[config.mk]
export PLATFORM = sky130hd
export DESIGN_NAME = uop_cracker
export DESIGN_NICKNAME = d
export VERILOG_FILES = /design/src/rtl/uop_crack_pkg.sv /design/src/rtl/uop_hold.sv /design/src/rtl/uop_seq.sv /design/src/rtl/uop_gen.sv /design/src/rtl/uop_cracker.sv
export SDC_FILE = /design/constraint.sdc
export NUM_CORES = 1
export LEC_CHECK = 0
export ABC_AREA = 1
export ABC_CLOCK_PERIOD_IN_PS = 2800
export BUFFER_PORTS_ARGS = -buffer_cell sky130_fd_sc_hd__buf_2
export CELL_PAD_IN_SITES_DETAIL_PLACEMENT = 1
export CELL_PAD_IN_SITES_GLOBAL_PLACEMENT = 2
export CORE_MARGIN = 3
export CORE_UTILIZATION = 28
export CTS_CLUSTER_DIAMETER = 80
export DETAILED_ROUTE_END_ITERATION = 12
export PLACE_DENSITY = 0.89
export SETUP_SLACK_MARGIN = 0.4
export SLEW_MARGIN = 25
export SYNTH_ARGS = -nofsm -noshare
export SYNTH_HDL_FRONTEND = slang
export SYNTH_SLANG_ARGS = --single-unit
[constraint.sdc]
create_clock -name clk_i -period 2.8 [get_ports clk_i]
set_input_delay 0.42 -clock clk_i [delete_from_list [all_inputs] [get_ports clk_i]]
set_output_delay 0.42 -clock clk_i [all_outputs]
set_load 0.01 [all_outputs]
[src/rtl/uop_crack_pkg.sv]
package uop_crack_pkg;
  typedef enum logic [1:0] {CLS_LOAD = 2'd0, CLS_STORE = 2'd1, CLS_ADDM = 2'd2} cls_e;
  typedef enum logic [2:0] {
    UOP_LD = 3'd0, UOP_ST = 3'd1, UOP_ADD = 3'd2, UOP_MOV = 3'd3, UOP_SHL = 3'd4
  } uop_e;
  typedef enum logic [2:0] {
    PH_MOV = 3'd0, PH_SHL = 3'd1, PH_ADDB = 3'd2,
    PH_MEM0 = 3'd3, PH_MEM1 = 3'd4, PH_MEM2 = 3'd5
  } phase_e;
endpackage

[src/rtl/uop_hold.sv]
module uop_hold #(
  parameter int W = 8
) (
  input  logic         clk_i,
  input  logic         rst_ni,
  input  logic         load_i,
  input  logic [W-1:0] d_i,
  output logic [W-1:0] q_o
);
  always_ff @(posedge clk_i or negedge rst_ni) begin
    if (!rst_ni)     q_o <= '0;
    else if (load_i) q_o <= d_i;
  end
endmodule

[src/rtl/uop_seq.sv]
module uop_seq
  import uop_crack_pkg::*;
(
  input  logic       clk_i,
  input  logic       rst_ni,
  input  logic       accept_i,
  input  logic       take_i,
  input  logic       last_i,
  input  logic [1:0] new_cls_i,
  input  logic       new_has_idx_i,
  input  logic [1:0] cur_cls_i,
  input  logic [1:0] cur_scale_i,
  output logic       busy_o,
  output phase_e     phase_o
);
  phase_e first_ph, next_ph;

  // add-to-memory never uses the index path
  always_comb begin
    first_ph = (new_has_idx_i && new_cls_i != CLS_ADDM) ? PH_MOV : PH_MEM0;
  end

  always_comb begin
    unique case (phase_o)
      PH_MOV:  next_ph = (cur_scale_i != 2'd0) ? PH_SHL : PH_ADDB;
      PH_SHL:  next_ph = PH_ADDB;
      PH_ADDB: next_ph = PH_MEM0;
      PH_MEM0: next_ph = (cur_cls_i == CLS_ADDM) ? PH_MEM1 : PH_MEM0;
      PH_MEM1: next_ph = PH_MEM2;
      default: next_ph = PH_MEM0;
    endcase
  end

  always_ff @(posedge clk_i or negedge rst_ni) begin
    if (!rst_ni) begin
      busy_o  <= 1'b0;
      phase_o <= PH_MEM0;
    end else if (accept_i) begin
      busy_o  <= 1'b1;
      phase_o <= first_ph;
    end else if (take_i) begin
      if (last_i) busy_o <= 1'b0;
      else        phase_o <= next_ph;
    end
  end
endmodule

[src/rtl/uop_gen.sv]
module uop_gen
  import uop_crack_pkg::*;
#(
  parameter int REG_W       = 4,
  parameter int DISP_W      = 16,
  parameter int SCRATCH_REG = 3
) (
  input  phase_e              phase_i,
  input  logic [1:0]          cls_i,
  input  logic [REG_W-1:0]    reg_i,
  input  logic [REG_W-1:0]    base_i,
  input  logic                has_idx_i,
  input  logic [REG_W-1:0]    idx_i,
  input  logic [1:0]          scale_i,
  input  logic [DISP_W-1:0]   disp_i,
  output logic [2:0]          op_o,
  output logic [REG_W-1:0]    rd_o,
  output logic [REG_W-1:0]    rs_o,
  output logic [DISP_W-1:0]   imm_o,
  output logic                last_o
);
  localparam logic [REG_W-1:0] SCR = REG_W'(SCRATCH_REG);

  logic             addm;
  logic [REG_W-1:0] abase;

  assign addm  = (cls_i == CLS_ADDM);
  assign abase = (has_idx_i && !addm) ? SCR : base_i;

  always_comb begin
    op_o   = UOP_LD;
    rd_o   = SCR;
    rs_o   = SCR;
    imm_o  = '0;
    last_o = 1'b0;
    unique case (phase_i)
      PH_MOV: begin
        op_o = UOP_MOV;
        rs_o = idx_i;
      end
      PH_SHL: begin
        op_o  = UOP_SHL;
        imm_o = {{(DISP_W-2){1'b0}}, scale_i};
      end
      PH_ADDB: begin
        op_o = UOP_ADD;
        rs_o = base_i;
      end
      PH_MEM0: begin
        op_o   = (cls_i == CLS_STORE) ? UOP_ST : UOP_LD;
        rd_o   = addm ? SCR : reg_i;
        rs_o   = abase;
        imm_o  = disp_i;
        last_o = !addm;
      end
      PH_MEM1: begin
        op_o = UOP_ADD;
        rs_o = reg_i;
      end
      default: begin
        op_o   = UOP_ST;
        rs_o   = base_i;
        imm_o  = disp_i;
        last_o = 1'b1;
      end
    endcase
  end
endmodule

[src/rtl/uop_cracker.sv]
module uop_cracker
  import uop_crack_pkg::*;
#(
  parameter int NUM_REGS    = 16,
  parameter int DISP_W      = 16,
  parameter int SCRATCH_REG = 3,
  localparam int REG_W      = $clog2(NUM_REGS)
) (
  input  logic              clk_i,
  input  logic              rst_ni,
  input  logic              in_valid_i,
  output logic              in_ready_o,
  input  logic [1:0]        in_cls_i,
  input  logic [REG_W-1:0]  in_reg_i,
  input  logic [REG_W-1:0]  in_base_i,
  input  logic              in_has_idx_i,
  input  logic [REG_W-1:0]  in_idx_i,
  input  logic [1:0]        in_scale_i,
  input  logic [DISP_W-1:0] in_disp_i,
  output logic              out_valid_o,
  input  logic              out_ready_i,
  output logic [2:0]        out_op_o,
  output logic [REG_W-1:0]  out_rd_o,
  output logic [REG_W-1:0]  out_rs_o,
  output logic [DISP_W-1:0] out_imm_o,
  output logic              out_last_o
);
  localparam int HOLD_W = 2 + 3*REG_W + 1 + 2 + DISP_W;

  logic              busy, accept, take;
  phase_e            phase;
  logic [HOLD_W-1:0] hold_d, hold_q;
  logic [1:0]        h_cls, h_scale;
  logic [REG_W-1:0]  h_reg, h_base, h_idx;
  logic              h_has_idx;
  logic [DISP_W-1:0] h_disp;

  assign in_ready_o  = !busy;
  assign out_valid_o = busy;
  assign accept      = in_valid_i && !busy;
  assign take        = busy && out_ready_i;

  assign hold_d = {in_cls_i, in_reg_i, in_base_i, in_has_idx_i, in_idx_i, in_scale_i, in_disp_i};
  assign {h_cls, h_reg, h_base, h_has_idx, h_idx, h_scale, h_disp} = hold_q;

  uop_hold #(.W(HOLD_W)) u_hold (
    .clk_i  (clk_i),
    .rst_ni (rst_ni),
    .load_i (accept),
    .d_i    (hold_d),
    .q_o    (hold_q)
  );

  uop_seq u_seq (
    .clk_i         (clk_i),
    .rst_ni        (rst_ni),
    .accept_i      (accept),
    .take_i        (take),
    .last_i        (out_last_o),
    .new_cls_i     (in_cls_i),
    .new_has_idx_i (in_has_idx_i),
    .cur_cls_i     (h_cls),
    .cur_scale_i   (h_scale),
    .busy_o        (busy),
    .phase_o       (phase)
  );

  uop_gen #(.REG_W(REG_W), .DISP_W(DISP_W), .SCRATCH_REG(SCRATCH_REG)) u_gen (
    .phase_i   (phase),
    .cls_i     (h_cls),
    .reg_i     (h_reg),
    .base_i    (h_base),
    .has_idx_i (h_has_idx),
    .idx_i     (h_idx),
    .scale_i   (h_scale),
    .disp_i    (h_disp),
    .op_o      (out_op_o),
    .rd_o      (out_rd_o),
    .rs_o      (out_rs_o),
    .imm_o     (out_imm_o),
    .last_o    (out_last_o)
  );
endmodule

Word-level counts from Yosys, hierarchy flattened
Index checks and enable logic that the tools add are counted.

storage, ports and cells
  register bits = 37
  input port bits = 37
  output and inout port bits = 30
  word-level logic and storage cells = 44

cells by class
  equal/unequal tests = 8
  muxes and demuxes = 18
  reductions and logical operators = 15

operators by type and width
  kind                                                  count
  case mux 16 bit (2 select lines)                      1
  case mux 3 bit (4 select lines)                       2
  case mux 4 bit (4 select lines)                       1
  two-way mux 3 bit                                     4
  two-way mux 4 bit                                     3
  equality test 3 x 2 -> 1 bit (second input constant)  2
  nonzero test 2 bit                                    3
  logical AND 1 bit                                     4
  two-way mux 1 bit                                     4
  two-way mux 2 bit                                     2
  AND reduction 2 bit                                   2
  OR reduction 4 bit                                    1
  equality test 3 x 1 -> 1 bit (second input constant)  1
  equality test 3 bit (second input constant)           1
  zero test 3 bit                                       1
  OR reduction 3 bit                                    1
  equality test 2 x 1 -> 1 bit (second input constant)  1
  equality test 2 bit (second input constant)           1
  zero test 1 bit                                       2
  != test 2 x 1 -> 1 bit (second input constant)        1
  != test 2 bit (second input constant)                 1
  case mux 1 bit (2 select lines)                       1
  OR reduction 2 bit                                    1

Logic depth before layout (Yosys ltp)
Gate-level depths: netlist of the first run.

  word-level depth = 6
  gate-level depth with buffers = 10
  depth with buffers taken out = 9

Cells and area by module
A second synthesis of the first run with hierarchy kept.

second synthesis, totals
  cells, all modules = 282
  area, all modules = 2,093.3 um^2

modules (own cells, without submodules)
  module       times used  cells an instance  area an instance (um^2)  sequential area each (um^2)
  uop_hold     1           140                1,305.0                  825.8
  uop_gen      1           95                 494.2                    0.0
  uop_seq      1           42                 275.3                    102.6
  uop_cracker  1           5                  18.8                     0.0

Worst setup path after synthesis of the first run
No wires, ideal clock.

  kind = reg-to-output
  from = reg u_seq.phase_o[1]
  to = out out_imm_o[10]
  data arrival time = 1.275 ns
  required time = 2.380 ns
  setup slack = 1.105 ns
  cell stages (with the launch flop) = 7
  path buffers = 2
  cells stage by stage = dfstp_2 > buf_6 > a21oi_1 > inv_2 > nand2_2 > buf_4 > nor2_1

on the way
  longest elaborated chain between the ends = 3
  elaborated cells between the ends (all ways) = 6
  classes of those cells = eq/ne: 3; mux: 1; reduce/logical: 2

RTL lines
  item                                                        line               source
  from (decl)                                                 uop_seq.sv:14      output phase_e phase_o
  from (signal assigned)                                      uop_seq.sv:40      phase_o <= first_ph;
  from (signal assigned)                                      uop_seq.sv:43      else phase_o <= next_ph;
  equality test 3 x 2 -> 1 bit, or another cell as far along  uop_gen.sv:36      unique case (phase_i)
  OR reduction 3 bit (no line)                                --
  case mux 16 bit (2 select lines) *                          uop_gen.sv:36
  to (decl)                                                   uop_cracker.sv:25  output logic [DISP_W-1:0] out_imm_o,

Mark *: on every way between the ends. The rest lies on a longest branch, timed or not.

Worst setup path after layout of the first run
  from = reg u_seq.phase_o[1]
  to = out out_imm_o[15]

Same word-level chain as after synthesis.

==> out/results.env, run 1 <==
ENDPOINT_KIND='output pin'
DIE-AREA_UM2=7669
ANTENNA_CELLS=0
SYNTH_WARNINGS=0
CRITICAL_PATH.CELL_CHAIN='a21oi_1 -> inv_2 -> nand2_2 -> nor2_1 -> buf_2'
FINAL_NETS=350
VIAS=1739
CRITICAL_PATH.MAX_FANOUT=14
TRITONCTS='built'
FLOW.AREA_GROWTH_FROM_SYNTHESIS_PCT=26.46
DIE_WIDTH_UM=87.57
IRDROPWORSTVDD_mV=0.3803
CTS.REPORTEDPATHS.CLKPINSLEW_NS=0.08
WORST_PATH_LARGEST_CELL_DELAY_NS=0.63
SETUP_TOTAL_NEGATIVE_SLACK_NS=0
CTS.SINKS=37
NUMCTSBUFFERS=5
GRT_PASS1_VIAS=1852
MAX_FCLK_MHz=470.9
SYNTH_XOR_XNOR_AREA_SHARE_PCT=0
FIN_CRIT_SH_PCT=75.84
MULTIPLEXER_SHARE_OF_THE_SYNTHESIZED_AREA_PCT=0
FILLCELLCOUNT=819
MASTER_OF_THE_SLOWEST_INSTANCE_ON_THE_CRITICAL_PATH='dfstp_2'
ANTENNA_FOUND_INITIAL=0
INITIALDRTVIOLATIONCOUNT=89
P_PER_AREA_nW_PER_UM2=1161
HOLD_VIOL_FINAL=0
CRIT_BUF_INV=2
CTSRESIZECOUNT=0
GR-TOTAL-OVERFLOW=0
SYNTH_COMPOUND_GATE_AREA_SHARE_PCT=10.75
CORE_AREA_UM2=6386
RRSETUPSLACK_NS=1.07
YOSYS.AREA_SHARE.SIMPLE_PCT=30.29
POST_DRT_VIA_CELL_RATIO=4.448
WORST-SLEW-PIN-TRANSITION_NS=0.8522
CLOCK-ROOT-BUFFER='clkbuf_8'
ANTENNA_LEFT=0
FINAL_MAX_SLEW_VIOL_COUNT=0
FIRST_PASS_GRT_WIRE_LENGTH_MM=8.604
CLK_LATENCY_NS=0.29
SYNTH.AVG_CELL_AREA_UM2=7.543
CTS.HOLD.BUFFERS_ADDED=0
R2R-END='u_hold.q_o[12]'
CRITICAL_PATH_CLASS='reg -> out'
RSZ0062_AT_GRT='no'
CLOCKBUFFERDEPTH=2
GRT_MAX_DEGREE=38
CELL_LEAKAGE_POWER_nW=1.292
COUNT_OF_INPUT_AND_OUTPUT_BUFFERS=66
CRITICAL_PATH_ARRIVAL_NS=1.70
WL_MM=5.280
ROUTE.DETAILED.DRC=0
DIE-HEIGHT_UM=87.57
SYNTHCELLS=247
FINAL_COMMON_CELL='nand2_1'
PLACEMENTROWS=29
LAYOUT_COMMON_CELLS='nand2_1, buf_2, dfrtp_1'
SYNTH-ADDER-AREA-SHARE_PCT=0
PERIOD_MINUS_SLACK_NS=2.124
GLOBAL_ROUTE.USAGE.TOTAL_PCT=14.33
DRIVE_GT1_SHARE_PCT=29.62
ROUTEDWLPERCELL_UM=13.50
WORST_PATH_DOMINANT_CELL_FAMILY='flip-flops'
NETLIST_AREA_UM2=1863
HTREEDEPTH=2
INITIAL_UTILIZATION_PCT=29.17
FIN_WORST_SKEW_NS=0.007369
GLOBALPLACE.CONGESTION=0.8599
FIRSTDRTPASSITERS=4
PIN_COUNT=67
POSTLAYOUTCOREUTIL_PCT=36.89
TIMING.CRITICAL_PATH.REQUIRED_NS=2.38
MAIN_COMBINATIONAL_CELL_FAMILY_BY_AREA_AFTER_SYNTHESIS='simple AND/OR/NAND/NOR gates'
DEPTH_OF_THE_WORST_REGISTER_TO_REGISTER_PATH=7
TIMING.MAX_CAP.VIOLATIONS=0
YS_FF_LATCH=37
YS_SEQ_AREA_SHARE_PCT=49.83
WORST_HOLD_PATH_TYPE='in -> async'
WORSTREG2REGSTART='u_seq.busy_o'
DETAILEDPLACEMENTHPWL_MM=3.974
POSTSYNTHNETCOUNT=284
CTS.REPAIR_TIMING.SETUP_BUFFER_COUNT=0
TIMING.CRITICAL_PATH.FROM_TYPE='register'
RELSLEWSLACK_PCT=43.18
FINALSETUPVIOLCOUNT=0
RUN_STATUS='finished, final reports clean'
SYNTH.DISTINCT_CELLS=26
-- power by group --
group	switching, mW	internal (mW)
logic	0.872	0.477
clock network	0.188	0.223
registers	0.173	0.804
total	1.23	1.50
-- stage by stage --
step	setup WS [ns]	power, mW	hold slack, ns	area (um2)	instances
2_1_floorplan	1.105	1.873	0.1244	1863	247
3_3_place_gp	0.9834	2.321	0.4764	2255	383
3_5_place_dp	0.9896	2.361	0.4736	2255	383
4_1_cts	0.6555	2.794	0.2685	2356	391
5_1_grt	0.5234	3.014	0.3061	2356	391
6_report	0.6765	2.736	0.2399	2356	391
-- routing by layer --
layer  global-route usage (%)  wire length (um)  vias up
li1                         -                 -      888
met1                    17.87              2333      793
met2                    23.84              2478       53
met3                    4.233               420        5
met4                    4.603                48        0
met5                        0                 0        -
-- Yosys cell counts --
master	n	area, um2
nand3_4	1	17.52
nor2_4	2	22.52
o2111ai_1	1	8.760
inv_2	5	18.77
a21oi_1	6	30.03
nor2_1	23	86.33
o22ai_1	1	6.260
o211ai_1	2	15.01
buf_6	1	11.26
o21ai_1	2	10.01
buf_4	2	15.01
a22oi_1	1	7.510
nand2_4	2	22.52
nor2_2	1	6.260
clkbuf_1	4	15.01
inv_1	27	101.4
o21ai_0	22	110.1
nand2_1	89	334.1
or2_2	1	6.260
dfrtp_1	35	875.8
buf_2	1	5.000
a31oi_1	2	12.51
nand3_1	10	50.05
buf_1	1	3.750
nand2_2	3	18.77
dfstp_2	2	52.55
-- cell families (layout without fill, tap and decap cells) --
group | Yosys count | in the layout
compound gates | 37 | 37
buf+inv | 41 | 108
flops | 37 | 37
simple gates | 132 | 132
-- worst max-delay path by stage --
| stage | startpoint | endpoint | slack, ns | depth (start not counted) |
|---|---|---|---|---|
| floorplan | u_seq.phase_o[1] | out_imm_o[10] | 1.11 | 6 |
| global placement | u_seq.phase_o[1] | out_imm_o[5] | 0.98 | 5 |
| detailed placement | u_seq.phase_o[1] | out_imm_o[6] | 0.99 | 5 |
| CTS | u_seq.phase_o[1] | out_imm_o[6] | 0.66 | 5 |
| global route | u_seq.phase_o[1] | out_imm_o[2] | 0.52 | 5 |
| finish | u_seq.phase_o[1] | out_imm_o[15] | 0.68 | 5 |
-- registers in the layout, indices dropped and copies added (netlist names) --
register,cells
u_seq.phase_o,3
u_hold.q_o,33
u_seq.busy_o,1
-- area by class of cell --
class / instances / area, um2 / share of cell area [%]
clock buffers: 7 / 96.34 / 4.089
flip-flops and latches: 37 / 928.4 / 39.41
inverters: 32 / 120.1 / 5.098
clock inverters: 1 / 5.005 / 0.2124
repair buffers: 68 / 345.3 / 14.66
well taps: 77 / 96.34 / 4.089
multi-input cells: 169 / 764.5 / 32.45
(Power assumes the default switching activity.)
==> inputs of run 2 (changes only) <==
- ABC_AREA: 1 -> 0
- ABC_CLOCK_PERIOD_IN_PS: 2800 -> 1850
- CORE_UTILIZATION: 28 -> 29
- PLACE_DENSITY: 0.89 -> 0.82
- clock period: 2.8 -> 1.85 ns (I/O delays scaled with it)
==> run 2 against run 1 <==
Net effect: the run now ends with negative setup slack left; largest power group unchanged; clock-buffer cell count shrank 1; final cell count fell by 22%; critical path type unchanged; flip-flop and latch count is the same; wire length down 6.8%; worst hold slack worse by 0.23 ns; clock skew fell by 0.0020 ns; design area rose by 13%; setup slack worse by 0.72 ns.
==> out/results.env, run 2 <==
GR-TOTAL-OVERFLOW=0  # unchanged
CLK_LATENCY_NS=0.30  # about the same
GRTUSAGEMET2_PCT=21.23  # -2.6 points
TIMING.CRITICAL_PATH.REQUIRED_NS=1.57  # -0.81 ns
TRITONCTS='built'
CTS.SINKS=37  # unchanged
FIN_WORST_SKEW_NS=0.005380  # -0.001989 ns
PLACED_CELL_AREA_UM2=2356  # +4.5%
WORST_PATH_LARGEST_CELL_DELAY_NS=0.56  # -0.07 ns
ROUTE.DETAILED.DRC=0  # unchanged
RUN_STATUS='finished with violations'
ROUTEDWLPERCELL_UM=16.19  # +20%
MAX_FCLK_MHz=526.8
DETAILEDPLACEMENTHPWL_MM=3.290  # -17%
WL_MM=4.922  # -6.8%
P_PER_AREA_nW_PER_UM2=1951  # +68%
DIE-HEIGHT_UM=87.99  # +0.47%
FINAL_MAX_SLEW_VIOL_COUNT=0  # unchanged
FINALSETUPVIOLCOUNT=7  # +7
GR-MAX-USAGE-LAYER='met2'
DIE_WIDTH_UM=87.99  # +0.47%
COUNT_OF_INPUT_AND_OUTPUT_BUFFERS=66  # unchanged
HOLD_VIOL_FINAL=0  # unchanged
CORE_AREA_UM2=6422  # +0.57%
COUNT_OF_FLIP_FLOPS_WITH_A_BUILT_IN_ENABLE_AFTER_SYNTHESIS=0  # unchanged
YOSYS.CELL_COUNT.TOP_TYPE='dfrtp_1'
GRT_PASS1_VIAS=1522  # -18%
WORST_PATH_DOMINANT_CELL_FAMILY='flip-flops'
INITIAL_UTILIZATION_PCT=30.35  # +1.2 points
LAYOUT_COMMON_CELLS='buf_2, dfrtp_1, mux2_4'
WORST_HOLD_PATH_TYPE='in -> async'
FINAL_NETS=263  # -25%
DOMINANTREGCELLSYNTH='dfrtp_1'
REGMOSTFLOPS='u_hold.q_o'
ANTENNA_FOUND_INITIAL=0  # unchanged
CLOCKBUFFERDEPTH=2  # unchanged
POST-ROUTE-WORST-SETUP-SLACK_NS=-0.04838  # -0.7249 ns
GRT.MET3_USAGE_PCT=3.198  # -1.0 points
NETLIST_AREA_UM2=1949  # +4.6%
RSZ0062_AT_GRT='yes'
WORST-SLEW-PIN-TRANSITION_NS=0.4915  # -0.3608 ns
CRITICAL_PATH_ARRIVAL_NS=1.62  # -0.08 ns
CRITICAL_PATH.MAX_FANOUT=5  # -9
SYNTH.DISTINCT_CELLS=33  # +27%
PIN_COUNT=67  # unchanged
RELSLEWSLACK_PCT=67.23  # +24 points
DRIVE_GT1_SHARE_PCT=63.88  # +34 points
POSTSYNTHNETCOUNT=185  # -35%
GLOBAL_ROUTE.USAGE.TOTAL_PCT=13.24  # -1.1 points
MAX_REG_FLOPS=33  # unchanged
ENDPOINT_KIND='output pin'
DIE-AREA_UM2=7741  # +0.95%
NUMCTSBUFFERS=5  # unchanged
YOSYSTOPAREACELL='dfrtp_1'
PLACEMENTROWS=29  # unchanged
GRT.MET1_USAGE_PCT=17.17  # -0.70 points
REG_TOP3='u_hold.q_o x33, u_seq.phase_o x3, u_seq.busy_o x1'
SYNTH.AVG_CELL_AREA_UM2=13.17  # +75%
NETLIST_TOP_CELLS_COUNT='dfrtp_1, mux2_4, and2_1'
PERIOD_MINUS_SLACK_NS=1.898
ANTENNA_CELLS=0  # unchanged
YS_FF_LATCH=37  # unchanged
CTS.HOLD.BUFFERS_ADDED=0  # unchanged
SYNTHTOPCELLSBYAREA='dfrtp_1, mux2_4, and2_1'
FIRSTDRTPASSITERS=4  # unchanged
CRITICAL_PATH.CELL_CHAIN='buf_4 -> buf_4 -> nand2_1 -> a21boi_2 -> a2bb2oi_2 -> buf_2'
FLOW.AREA_GROWTH_FROM_SYNTHESIS_PCT=36.52
INITIALDRTVIOLATIONCOUNT=35  # -61%
POWER.TOTAL_mW=5.193  # +90%
FINALINSTANCEAREA_UM2=2661  # +13%
IRDROPWORSTVDD_mV=0.7818  # +110%
CELL_LEAKAGE_POWER_nW=1.282  # -0.74%
FIRST_PASS_GRT_WIRE_LENGTH_MM=7.872  # -8.5%
VIOLATIONS_IN_THE_FINAL_REPORTS='negative setup slack'
CRITICAL_PATH_CLASS='reg -> out'
POST_LAYOUT_NONFILLER_INSTANCES=304  # -22%
FRACTION_OF_POST_SYNTHESIS_CELL_AREA_IN_THE_TOP_CELL_TYPE_BY_AREA_PCT=44.93  # -2.1 points
POSTLAYOUTCOREUTIL_PCT=41.44  # +4.5 points
FILLCELLCOUNT=710  # -13%
CLOCK-ROOT-BUFFER='clkbuf_8'
YS_SEQ_AREA_SHARE_PCT=47.63  # -2.2 points
DP.CELLS=287  # -25%
FINAL_COMMON_CELL='buf_2'
CRITICAL-PATH-TOP-CELL-BY-COUNT='buf_4'
CRIT_BUF_INV=3  # +1
SYNTHCELLS=148  # -40%
HTREEDEPTH=2  # unchanged
VIAS=1446  # -17%
GLOBALPLACE.CONGESTION=0.7158  # -17%
POST_DRT_VIA_CELL_RATIO=4.757  # +6.9%
MASTER_OF_THE_SLOWEST_INSTANCE_ON_THE_CRITICAL_PATH='dfstp_2'
GRT_MAX_DEGREE=38  # unchanged
SYNTH_WARNINGS=0  # unchanged
ANTENNA_LEFT=0  # unchanged
CTS.REPORTEDPATHS.CLKPINSLEW_NS=0.08  # about the same
ASYNC_RESET_FF_SHARE_PCT=100.0  # unchanged
FIN_CRIT_SH_PCT=102.6
TIMING.MAX_CAP.VIOLATIONS=0  # unchanged
TIMING.CRITICAL_PATH.FROM_TYPE='register'
## run 2: cell count changes after synthesis, sizes merged, moves of 4 or more
| cell | before | now |
|---|---|---|
| mux2i | 0 | 4 |
| and2 | 0 | 16 |
| clkbuf | 4 | 0 |
| buf | 5 | 9 |
| mux2 | 0 | 33 |
| nand3 | 11 | 1 |
| nand2 | 94 | 4 |
| o21ai | 24 | 5 |
| nor2 | 26 | 7 |
| inv | 32 | 3 |
## run 2: path summary, 6_finish.rpt
check	cells after the start	slack (ns)	endpoint	start
min in group clk_i	2	0.20	u_hold.q_o[16]	in_scale_i[0]
setup reg to reg	5	0.44	u_seq.phase_o[1]	u_seq.phase_o[2]
setup / recovery	6	-0.05	out_rs_o[1]	u_seq.phase_o[0]
hold / removal	2	0.01	u_hold.q_o[5]	rst_ni
max in group asynchronous	2	1.46	u_seq.phase_o[0]	rst_ni
hold reg to reg	1	0.51	u_hold.q_o[11]	u_hold.q_o[11]
## run 2: where the power goes
group          internal [mW]  total (mW)  switching (mW)
combinational           1.65        2.88            1.22
clock                  0.438       0.747           0.308
sequential              1.25        1.57           0.322
total                   3.34        5.19            1.86
## run 2: layout make-up
type,instances,area [um2],share of cell area [%]
repair buffers,80,513.0,19.28
inverters,3,11.26,0.4231
flip-flops and latches,37,930.9,34.98
well taps,77,96.34,3.620
clock inverters,2,37.54,1.410
clock buffers,6,82.58,3.103
multi-input cells,99,989.7,37.19
## run 2: cell families (layout without fill, tap and decap cells)
family	count (synthesis)	count (layout)	synth area share, %
buffers and inverters	12	91	5.648
multiplexers	37	37	26.32
AO/OA/AOI/OAI	24	24	8.665
AND/OR/NAND/NOR	38	38	11.75
flip-flops	37	37	47.63
## run 2: routing by layer
metal / vias to the layer above / wire length, um
li1: 674 / -
met1: 726 / 2144
met2: 38 / 2474
met3: 8 / 214
met4: 0 / 90
met5: - / 0
## run 2: through the flow
step,setup TNS (ns),setup slack (ns),hold WS (ns)
floorplan,0,0.4157,-0.01809
global placement,0,0.2070,0.3563
detailed placement,0,0.1824,0.3639
CTS,-0.1941,-0.04648,0.04000
global route,-1.706,-0.1269,0.05479
finish,-0.1523,-0.04838,0.01265
## run 2: repair_timing
| action | CTS | global route |
|---|---|---|
| pin swaps | 5 | 2 |
| cloned | 0 | 1 |
| setup buffers | 7 | 1 |
| gates resized for setup | 17 | 3 |
| endpoints found under the setup margin | 30 | 36 |
==> inputs of run 3 (changes only) <==
--- a/constraint.sdc
+++ b/constraint.sdc
@@ -3,2 +3,2 @@
 set_output_delay 0.2775 -clock clk_i [all_outputs]
-set_load 0.01 [all_outputs]
+set_load 0.1 [all_outputs]
==> run 3 against run 2 <==
Net effect: the flow still finishes with violations (negative setup slack); sequential share of layout area fell by 5.5 points; critical path type unchanged; via count fell by 0.48%; first-iteration DRC count rose by 71%; register-to-register slack got worse by 0.11 ns; wire length rose by 3.3%; flip-flop and latch count did not move; highest routed layer unchanged; critical path depth did not move; design area rose by 19%; setup slack got worse by 0.13 ns; die area did not move; critical endpoint is now out_imm_o[1].
==> out/results.env, run 3 (same netlist as run 2, synthesis figures left out) <==
CRITICAL_PATH_CLASS='reg -> out'
RSZ0062_AT_GRT='yes'
LAYOUT.AREA.SEQ_UM2=933.4  # +0.27%
CLOCK-ROOT-BUFFER='clkbuf_8'
WL_MM=5.084  # +3.3%
WORST-SLEW-PIN-TRANSITION_NS=0.5214  # +0.02995 ns
ANTENNA_LEFT=0  # unchanged
POSTLAYOUTCOREUTIL_PCT=49.31  # +7.9 points
HP-START='in_scale_i[1]'
ROUTE.DETAILED.DRC=0  # unchanged
GLOBALPLACE.CONGESTION=0.7757  # +8.4%
DP.CELLS=293  # +2.1%
CRITICAL_PATH_ARRIVAL_NS=1.75  # +0.13 ns
PLACEMENTROWS=29  # unchanged
FINAL_MAX_SLEW_VIOL_COUNT=0  # unchanged
POST-ROUTE-WORST-SETUP-SLACK_NS=-0.1762  # -0.1278 ns
REGMOSTFLOPS='u_hold.q_o'
DIE-AREA_UM2=7741  # unchanged
CRITICAL_PATH.MAX_FANOUT=16  # +11
FINAL_COMMON_CELL='buf_2'
CLK_LATENCY_NS=0.29  # about the same
WORSTREG2REGSTART='u_seq.phase_o[2]'
ENDPOINT_KIND='output pin'
TRITONCTS='built'
DRIVE_GT1_SHARE_PCT=72.84  # +9.0 points
WORST_PATH_LARGEST_CELL_DELAY_NS=0.60  # +0.04 ns
COUNT_OF_INPUT_AND_OUTPUT_BUFFERS=66  # unchanged
CTS.SINKS=37  # unchanged
TIMING.CRITICAL_PATH.FROM_TYPE='register'
HTREEDEPTH=2  # unchanged
GRT_PASS1_VIAS=1578  # +3.7%
TIMING.MAX_CAP.VIOLATIONS=0  # unchanged
MASTER_OF_THE_SLOWEST_INSTANCE_ON_THE_CRITICAL_PATH='dfstp_2'
DIE_WIDTH_UM=87.99  # unchanged
PERIOD_MINUS_SLACK_NS=2.026  # +0.1278 ns
RUN_STATUS='finished with violations'
RELSLEWSLACK_PCT=65.24  # -2.0 points
ROUTEDWLPERCELL_UM=16.45  # +1.6%
CRITICAL_PATH.CELL_CHAIN='buf_4 -> nor2_1 -> nor2_2 -> buf_12 -> a22o_2 -> buf_12'
DETAILEDPLACE.WORSTSLACK_NS=-0.01855  # -0.2010 ns
LAYOUT_COMMON_CELLS='buf_2, dfrtp_1, buf_12'
PIN_COUNT=67  # unchanged
WORST_HOLD_PATH_TYPE='in -> reg'
FINALSETUPVIOLCOUNT=25  # +18
GRT_MAX_DEGREE=24  # -37%
FIN_CRIT_SH_PCT=109.5  # +6.9 points
FIRSTDRTPASSITERS=4  # unchanged
WORST_PATH_DOMINANT_CELL_FAMILY='flip-flops'
REG_TOP3='u_hold.q_o x33, u_seq.phase_o x3, u_seq.busy_o x1'
MULTI_INPUT_AREA_UM2=1085  # +9.6%
FINAL_NETS=269  # +2.3%
WORSTSETUPSTARTPOINT='u_seq.phase_o[0]'
MAX_FCLK_MHz=493.5  # -6.3%
DIE-HEIGHT_UM=87.99  # unchanged
POST_DRT_VIA_CELL_RATIO=4.657  # -2.1%
CRITICAL-PATH-TOP-CELL-BY-COUNT='buf_12'
CRIT_BUF_INV=3  # unchanged
POST_LAYOUT_NONFILLER_INSTANCES=309  # +1.6%
ANTENNA_FOUND_INITIAL=0  # unchanged
CORE_AREA_UM2=6422  # unchanged
TIMING.CRITICAL_PATH.REQUIRED_NS=1.57  # about the same
HOLD_VIOL_FINAL=0  # unchanged
GR-TOTAL-OVERFLOW=0  # unchanged
INITIALDRTVIOLATIONCOUNT=60  # +71%
ANTENNA_CELLS=0  # unchanged
FLOW.AREA_GROWTH_FROM_SYNTHESIS_PCT=62.45
DETAILEDPLACEMENTHPWL_MM=3.806  # +16%
FILLCELLCOUNT=658  # -7.3%
FIN_WORST_SKEW_NS=0.001976  # -0.003404 ns
CLOCKBUFFERDEPTH=2  # unchanged
CTS.REPORTEDPATHS.CLKPINSLEW_NS=0.07  # about the same
INITIAL_UTILIZATION_PCT=30.35  # unchanged
NUMCTSBUFFERS=5  # unchanged
GLOBAL_ROUTE.USAGE.TOTAL_PCT=13.78  # +0.53 points
VIOLATIONS_IN_THE_FINAL_REPORTS='negative setup slack'
MAX_REG_FLOPS=33  # unchanged
FIRST_PASS_GRT_WIRE_LENGTH_MM=8.059  # +2.4%
VIAS=1439  # -0.48%
==> run 3: changes by cell type in the layout (fill, tap and decap cells not counted), sizes merged <==
cell / change
buf: +5
bufinv: -1
clkinv: +1
dlygate4sd3: +1
inv: -1
==> run 3: what timing repair did <==
action | 4_1_cts | 5_1_grt
hold buffers | 1 | 0
endpoints found under the setup margin | 43 | 32
endpoints found under the hold margin | 20 | 0
resized for setup | 14 | 11
pin swaps | 4 | 3
setup buffers | 4 | 4
==> run 3: cell type report <==
class | instances | share of cell area (%)
well taps | 77 | 3.042
flip-flops and latches | 37 | 29.47
clock buffers | 6 | 2.292
inverters | 3 | 0.4741
repair buffers | 86 | 30.19
multi-input cells | 99 | 34.26
clock inverters | 1 | 0.2766
==> run 3: worst paths after layout <==
kind	endpoint	slack [ns]	cells after the start
max	out_imm_o[1]	-0.18	6
min	u_hold.q_o[17]	0.21	2
max reg2reg	u_seq.phase_o[1]	0.33	6
min reg2reg	u_hold.q_o[4]	0.51	1
max in group asynchronous	u_hold.q_o[12]	0.73	3
min in group asynchronous	u_hold.q_o[2]	0.51	2
==> run 3: stage by stage <==
stage	cell area [um2]	TNS [ns]	hold WS, ns
after CTS	3093	-2.457	0.1993
after global routing	3167	-4.879	0.1994
final	3167	-3.157	0.2122
after detailed placement	2927	-0.03110	0.2897
after global placement	2927	0	0.2825
after floorplan	2117	-2.631	-0.01809
==> run 3: layer usage <==
| layer | vias up | part of all wire (%) | track usage, % |
|---|---|---|---|
| li1 | 686 | - | - |
| met1 | 716 | 40 | 16.73 |
| met2 | 32 | 55 | 23.90 |
| met3 | 5 | 3.8 | 2.446 |
| met4 | 0 | 1.4 | 5.858 |
| met5 | - | 0 | 0 |
Power of run 3 is left out: the tool's default activity adds up to more than one toggle a clock period on the data nets, which glitch-free logic cannot reach.
